--- src/rtl/fser_pkg.sv ---
package fser_pkg;

    typedef enum logic [1:0] {
        ST_IDLE = 2'd0,
        ST_LEAD = 2'd1,
        ST_RUN  = 2'd2
    } tx_st_e;

endpackage

--- src/rtl/fser_clkgen.sv ---
module fser_clkgen #(
    parameter int HALF = 1
) (
    input  logic clk,
    input  logic rst_n,
    input  logic drive_fall,
    output logic sclk,
    output logic tick
);
    localparam int CW = (HALF > 1) ? $clog2(HALF) : 1;

    typedef struct packed {
        logic [CW-1:0] cnt;
        logic          sclk;
    } gen_t;

    gen_t q, d;
    logic wrap;

    always_comb begin
        d    = q;
        wrap = (q.cnt == CW'(HALF - 1));
        if (wrap) begin
            d.cnt  = '0;
            d.sclk = ~q.sclk;
        end else begin
            d.cnt = q.cnt + 1'b1;
        end
    end

    always_ff @(posedge clk) begin
        if (!rst_n) q <= '0;
        else        q <= d;
    end

    // the outputs update in the clock where sclk moves to the drive level
    assign tick = wrap && (q.sclk == drive_fall);
    assign sclk = q.sclk;

endmodule

--- src/rtl/fser_core.sv ---
module fser_core
    import fser_pkg::*;
#(
    parameter int W  = 16,
    parameter int LW = $clog2(W)
) (
    input  logic          clk,
    input  logic          rst_n,
    input  logic          tick,
    input  logic          cfg_late,
    input  logic [LW-1:0] cfg_len,
    input  logic          cfg_cont,
    input  logic          cfg_fall,
    input  logic          in_valid,
    input  logic [W-1:0]  in_data,
    output logic          in_ready,
    output logic          sdo,
    output logic          fs,
    output logic          drive_fall,
    output logic          idle,
    output logic [LW-1:0] cur_len,
    output logic          cur_late
);
    localparam int MIN_CONT = 3;

    typedef struct packed {
        tx_st_e        st;
        logic          late;
        logic [LW-1:0] len;
        logic          cont;
        logic          fall;
        logic          nxt;
        logic [LW-1:0] idx;
        logic [W-1:0]  hold;
        logic          sdo;
        logic          fs;
    } core_t;

    core_t q, d;
    logic  rdy;

    always_comb begin
        d   = q;
        rdy = 1'b0;
        if (q.st == ST_IDLE) d.fall = cfg_fall;
        case (q.st)
            ST_IDLE: begin
                rdy = tick;
                if (tick && in_valid) begin
                    d.late = cfg_late;
                    d.len  = cfg_len;
                    d.cont = cfg_cont && (int'(cfg_len) >= MIN_CONT);
                    d.hold = in_data;
                    d.nxt  = 1'b0;
                    d.fs   = 1'b1;
                    if (cfg_late) begin
                        d.sdo = in_data[cfg_len];
                        d.idx = cfg_len;
                        d.st  = ST_RUN;
                    end else begin
                        d.sdo = 1'b0;
                        d.st  = ST_LEAD;
                    end
                end
            end
            ST_LEAD: begin
                if (tick) begin
                    d.sdo = q.hold[q.len];
                    d.fs  = 1'b0;
                    d.idx = q.len;
                    d.st  = ST_RUN;
                end
            end
            ST_RUN: begin
                if (q.idx != '0) begin
                    // lead timing: next word is taken as its sync joins the last bit
                    rdy = tick && q.cont && !q.late && (q.idx == LW'(1));
                    if (tick) begin
                        d.sdo = q.hold[q.idx - 1'b1];
                        d.idx = q.idx - 1'b1;
                        d.fs  = 1'b0;
                        if (rdy && in_valid) begin
                            d.fs   = 1'b1;
                            d.hold = in_data;
                            d.nxt  = 1'b1;
                        end
                    end
                end else begin
                    // aligned timing: next word is taken when the last bit ends
                    rdy = tick && q.cont && q.late;
                    if (tick) begin
                        if (q.nxt) begin
                            d.sdo = q.hold[q.len];
                            d.fs  = 1'b0;
                            d.idx = q.len;
                            d.nxt = 1'b0;
                        end else if (rdy && in_valid) begin
                            d.hold = in_data;
                            d.sdo  = in_data[q.len];
                            d.fs   = 1'b1;
                            d.idx  = q.len;
                        end else begin
                            d.sdo = 1'b0;
                            d.fs  = 1'b0;
                            d.st  = ST_IDLE;
                        end
                    end
                end
            end
            default: d.st = ST_IDLE;
        endcase
    end

    always_ff @(posedge clk) begin
        if (!rst_n) q <= '0;
        else        q <= d;
    end

    assign in_ready   = rdy;
    assign sdo        = q.sdo;
    assign fs         = q.fs;
    assign drive_fall = q.fall;
    assign idle       = (q.st == ST_IDLE);
    assign cur_len    = q.len;
    assign cur_late   = q.late;

endmodule

--- src/rtl/fser_tx.sv ---
module fser_tx #(
    parameter int W    = 16,
    parameter int HALF = 1
) (
    input  logic                 clk,
    input  logic                 rst_n,
    input  logic                 cfg_late,
    input  logic [$clog2(W)-1:0] cfg_len,
    input  logic                 cfg_cont,
    input  logic                 cfg_fall,
    input  logic                 in_valid,
    input  logic [W-1:0]         in_data,
    output logic                 in_ready,
    output logic                 sclk_o,
    output logic                 sdo_o,
    output logic                 fs_o
);
    localparam int LW = $clog2(W);

    logic          tick;
    logic          drive_fall;
    logic          core_idle;
    logic [LW-1:0] cur_len;
    logic          cur_late;

    fser_clkgen #(.HALF(HALF)) u_gen (
        .clk        (clk),
        .rst_n      (rst_n),
        .drive_fall (drive_fall),
        .sclk       (sclk_o),
        .tick       (tick)
    );

    fser_core #(.W(W), .LW(LW)) u_core (
        .clk        (clk),
        .rst_n      (rst_n),
        .tick       (tick),
        .cfg_late   (cfg_late),
        .cfg_len    (cfg_len),
        .cfg_cont   (cfg_cont),
        .cfg_fall   (cfg_fall),
        .in_valid   (in_valid),
        .in_data    (in_data),
        .in_ready   (in_ready),
        .sdo        (sdo_o),
        .fs         (fs_o),
        .drive_fall (drive_fall),
        .idle       (core_idle),
        .cur_len    (cur_len),
        .cur_late   (cur_late)
    );

endmodule

--- config.mk ---
export PLATFORM = sky130hd
export DESIGN_NAME = fser_tx
export DESIGN_NICKNAME = d
export VERILOG_FILES = /design/src/rtl/fser_pkg.sv /design/src/rtl/fser_clkgen.sv /design/src/rtl/fser_core.sv /design/src/rtl/fser_tx.sv
export SDC_FILE = /design/constraint.sdc
export NUM_CORES = 1
export LEC_CHECK = 0
export BUFFER_PORTS_ARGS = -buffer_cell sky130_fd_sc_hd__buf_2
export CAP_MARGIN = 20
export CORE_MARGIN = 8
export CORE_UTILIZATION = 57
export CTS_CLUSTER_DIAMETER = 50
export DETAILED_ROUTE_END_ITERATION = 10
export PLACE_DENSITY = 0.86
export SYNTH_ARGS = -nofsm -noshare
export SYNTH_HDL_FRONTEND = slang
export SYNTH_SLANG_ARGS = --single-unit
--- constraint.sdc ---
create_clock -name clk -period 2.55 [get_ports clk]
set_clock_uncertainty 0.05 [all_clocks]
set_input_delay 0 -clock clk [delete_from_list [all_inputs] [get_ports clk]]
set_output_delay 0 -clock clk [all_outputs]
set_load 0.02 [all_outputs]
======== Word-level counts from Yosys, hierarchy flattened ========
Cells that the tools add are included.
storage, ports and cells
  register bits ........................... 34
  input port bits ......................... 26
  output and inout bits ................... 4
  logic and storage cells ................. 94
operators by class
  $add $sub $neg .......................... 2
  order comparisons ....................... 4
  equal/unequal tests ..................... 15
  mux-type cells .......................... 38
  bitwise gates (word level) .............. 2
  reductions and logical operators ........ 21
operators by type and width
  kind                count
  $mux 23             4
  $mux 16             2
  $pmux 16 s2         1
  $mux 20             1
  $mux 2              9
  $reduce_and 6->1    3
  $bmux 1 s4          4
  $lt 4x5->1 const B  3
  $mux 4              3
  $pmux 2 s3          2
  $pmux 4 s3          1
  $logic_and 1x1->1   9
  $mux 1              8
  $mux 8              1
  $ne 2x2->1 const B  4
  $reduce_and 4->1    2
  $ne 2x1->1 const B  3
  $ne 3x3->1 const B  2
  $eq 4x1->1 const B  1
  $ge 4x2->1 const B  1
  $ne 4x1->1 const B  1
  $pmux 1 s2          2
  $reduce_and 2->1    2
  $reduce_bool 4->1   1
  11 further kinds    12

======== Longest topological paths before layout ========
  word-level depth ........................ 10
  gate-level depth with buffers ........... 9
  depth with buffers taken out ............ 7

======== Cells and area by module ========
Synthesis repeated with hierarchy kept, for this count alone.
unflattened totals
  cell total of the unflattened synthesis .. 236
  area, all modules ....................... 2,273.4 µm²
modules (own cells, without submodules)
  module       instances  cells an instance  area an instance (µm²)  sequential area each (µm²)
  fser_core    1          229                2,202.1                 640.6
  fser_clkgen  1          7                  71.3                    40.0

======== Worst setup path before layout ========
OpenSTA, ideal clock, no wires.
  path kind ............................... register -> register
  start point ............................. register u_core.q[18] (netlist bit)
  end point ............................... register u_core.q, in the netlist u_core.sdo
  library setup time ...................... 0.131 ns
  arrival ................................. 1.825 ns
  data required time ...................... 2.369 ns
  slack ................................... 0.545 ns
  stages on the path, launching flop included .. 9
  buffers on the path ..................... 1
  clock period less this slack ............ 2.005 ns
  cells stage by stage .................... dfxtp_1 buf_2 inv_1 ha_1 mux4_2 mux2i_1 o31ai_1 a211oi_1 o221ai_2
on the way
  cells in the longest elaborated chain, start to end .. 6
  elaborated cells on any way between the ends .. 7
  classes of those cells .................. add/sub (1); mux (5); reduce/logical (1)
ends and longest elaborated chain
  element                       RTL line          source
  start: declaration            fser_core.sv:39   core_t q, d;
  start signal: assignment      fser_core.sv:115  if (!rst_n) q <= '0;
  start signal: assignment      fser_core.sv:116  else q <= d;
  $sub 4x1->4                   fser_core.sv:79   d.sdo = q.hold[q.idx - 1'b1];
  $bmux 1 s4                    fser_core.sv:79
  $mux 1 (not written as such)  fser_core.sv:79
  $mux 23                       fser_core.sv:78   if (tick) begin
  $mux 23 *                     fser_core.sv:75   if (q.idx != '0) begin
  $pmux 2 s3 *                  fser_core.sv:46   case (q.st)
Mark *: on every way between the ends. The rest lies on a longest branch, timed or not. The select of a mux whose other input is x is not followed.
A chain may end at the register's enable or synchronous reset.

======== Worst setup path after layout ========
  start point ............................. register u_core.q[30] (netlist bit)
  end point ............................... register u_core.q[8] (netlist bit)
on the way
  cells in the longest elaborated chain, start to end .. 3
  elaborated cells on any way between the ends .. 10
  classes of those cells .................. eq/ne (6); mux (1); reduce/logical (3)
ends and longest elaborated chain
  element
  $eq 2x2->1 or $logic_not 2->1 (tied branches)
  $ne 3x3->1 (no line) (tied with other cells)
  $reduce_and 6->1 (no line)
Several ways; a longest one is shown, not always the timed one.

==> impl_results.md <==
* PwrDens at 609 nW/um^2
* Clock Sinks at 34
* WP buf/inv at 1
* Critical path's largest stage delay at 0.55 ns
* Dpl hpwl at 4.98 mm
* Setup violators final at 0
* CP startpoint kind: register
* Max-slew violations at 0
* Outcome: finished clean
* Final period utilization at 0.880
* VDD IR-drop max at 0.000474 V
* Yosys cell types at 59
* CP Class: register to register
* Initial antenna violation count at 0
* Crit path arrival time at 2.40 ns
* Hold crit path type: input port to register
* Htree depth at 2
* DRT iter0 DRCs at 191
* RSZ-0062 raised after global routing: no
* Critical path capture point type: register
* Die H at 81.6 um
* Count of state elements after synthesis at 34
* Syn_nets at 301
* Vias in the first global route at 2,465
* Critical Path Fanout Max at 16
* Min Hold Slack at 0.0645 ns
* Wirelength per Cell at 20.0 um
* Worst-Skew Late Latency at 0.30 ns
* Overflow after GRT at 0
* Gr usage total at 0.243
* Leading cell type in the layout, fill and taps excluded: dfxtp_1
* Mapped cell area at 2460 um^2
* Layout Cells excl Fill at 368
* Avg Inst Size Synth at 9.13 um^2
* Share of cells above drive strength 1 at 0.222
* # placed instances at 339
* CTS root buf: clkbuf_8
* Vias per inst at 6.71
* Clock Pin Slew Worst Setup and Hold Paths at 0.07 ns
* # nets final at 347
* Placer congestion estimate at 0.961
* I/O Buffers at 29
* Max Cap Viol at 0
* # rows at 24
* Ys flop type: dfxtp_1
* Via count at 2,469
* Minimum clock period at 2.24 ns
* Sequential area share after synthesis at 0.277
* Max Fclk at 446 MHz
* HP Start: cfg_len[3]
* Worst relative slew slack at 0.332
* Largest net degree at the start of global routing at 32
* Postcts setup bufs at 0
* Core Area at 4260 um^2
* Slowest cell on crit path: o21a_1
* Number of diodes at 0
* Residual DRC at 0
* Critical path's top delay family: compound AO/OA/AOI/OAI gates
* Commonest cells after routing, fill and taps aside: 34 x dfxtp_1, 29 x buf_2, 26 x a21oi_1
* Start point of the critical path: u_core.q[30]$_SDFFE_PN0P_
* Worst slew pin tran at 1.00 ns
* CTS max path bufs at 2
* Routed Wire Length at 7.35 mm
* Reg2Reg Launch Point: u_core.q[30]$_SDFFE_PN0P_
* Crit path cell chain: inv_1 > ha_1 > mux2i_1 > nor3_2 > o21a_1 > nand3_1 > a21oi_1
* DRT Pass-1 Iters at 5
* Die Span X at 81.6 um
* Critical path required time at 2.71 ns
* Number of enable-type register cells in the synthesized netlist at 0
* CTS tree: yes
* FFs w/ async S/R, synth at 0
* Flop2flop setup slack at 0.31 ns
* Final hold vios at 0
* Synth warnings at 0
* Initial Util at 0.576
* Die area at 6670 um^2
* Synth Instances at 269
* Post-DRT Antenna Nets at 0
* First-pass GRT wire length at 12.4 mm
* Setup TNS at 0 ns
* Final Util at 0.688
* Num CTS Buffers at 5
* P&R area growth vs syn at 19.4%
* Leakage power at 1.08 nW
* IO Pins at 30
-- cell families (layout without fill, tap and decap cells) --
group,count (synthesis),after routing,share of synthesized area
other,1,1,0.00153
adder cells (fa/ha/maj),6,6,0.0306
AND/OR/NAND/NOR,73,73,0.179
flip-flops,34,34,0.277
buffers and inverters,26,73,0.0489
XOR/XNOR,3,3,0.0183
AO/OA/AOI/OAI,95,95,0.250
multiplexers,31,31,0.195
-- state kept, by name (all words and copies together) (netlist names) --
name,cells
u_core.sdo,1
u_gen.q,1
u_core.fs,1
u_core.cur_late,1
u_core.q,24
u_gen.sclk,1
u_core.drive_fall,1
u_core.cur_len,4
-- timing repair --
item,4_1_cts,5_1_grt
endpoints found under the setup margin,0,1
hold buffers,21,0
endpoints found under the hold margin,22,0
resized for setup,0,1
-- per-stage QoR --
stage / area [um^2] / setup WS, ns / power (mW)
floorplan: 2460 / 0.545 / 1.15
global placement: 2630 / 0.405 / 1.30
detailed placement: 2630 / 0.306 / 1.32
CTS: 2930 / 0.284 / 1.77
global route: 2930 / 0.0684 / 1.88
finish: 2930 / 0.306 / 1.79
-- metal layers --
metal / global-route usage / up-vias / part of all wire
met2: 0.405 / 144 / 0.49
met1: 0.271 / 1145 / 0.36
li1: - / 1134 / -
met5: 0 / - / 0
met3: 0.0635 / 46 / 0.089
met4: 0.154 / 0 / 0.062
-- report_power, final --
part	internal [mW]	switching, mW
Clock	0.217	0.212
Sequential	0.588	0.0654
Combinational	0.297	0.407
Total	1.10	0.685
-- cell type report --
type	instances	area (um^2)
fill	326	1330
sequential	34	681
timing repair buffer	56	400
multi-input combinational	209	1660
tap	52	65.1
clock buffer	6	82.6
inverter	9	33.8
clock inverter	2	12.5
-- cells in the mapped netlist (4+ instances only) --
master	count	area, um^2
inv_1	8	30.0
o21ai_1	20	100
a21o_1	4	30.0
o2111ai_1	4	35.0
nor2_1	16	60.1
nand2b_1	5	31.3
nor3_1	6	30.0
mux2i_1	16	160
mux4_2	8	180
buf_2	9	45.0
o21ai_0	9	45.0
ha_1	6	75.1
nand3_1	21	105
clkbuf_1	5	18.8
nor2b_1	4	25.0
mux4_1	4	105
a21oi_1	26	130
dfxtp_1	34	681
-- worst register-to-register path, stage by stage (launching register included) --
cell	delay [ns]
dfxtp_1	0.38
inv_1	0.08
ha_1	0.31
mux2i_1	0.17
nor3_2	0.27
o21a_1	0.55
nand3_1	0.17
a21oi_1	0.18
-- worst paths after layout --
check	cells after the start	to
worst max-delay path	7	u_core.q[8]$_SDFFE_PN0P_
worst min-delay path	3	u_core.cur_len[3]$_SDFFE_PN0P_
worst max register to register	7	u_core.q[8]$_SDFFE_PN0P_
worst min register to register	2	u_core.q[11]$_SDFFE_PN0P_
Power figures use the tool's default switching activity.
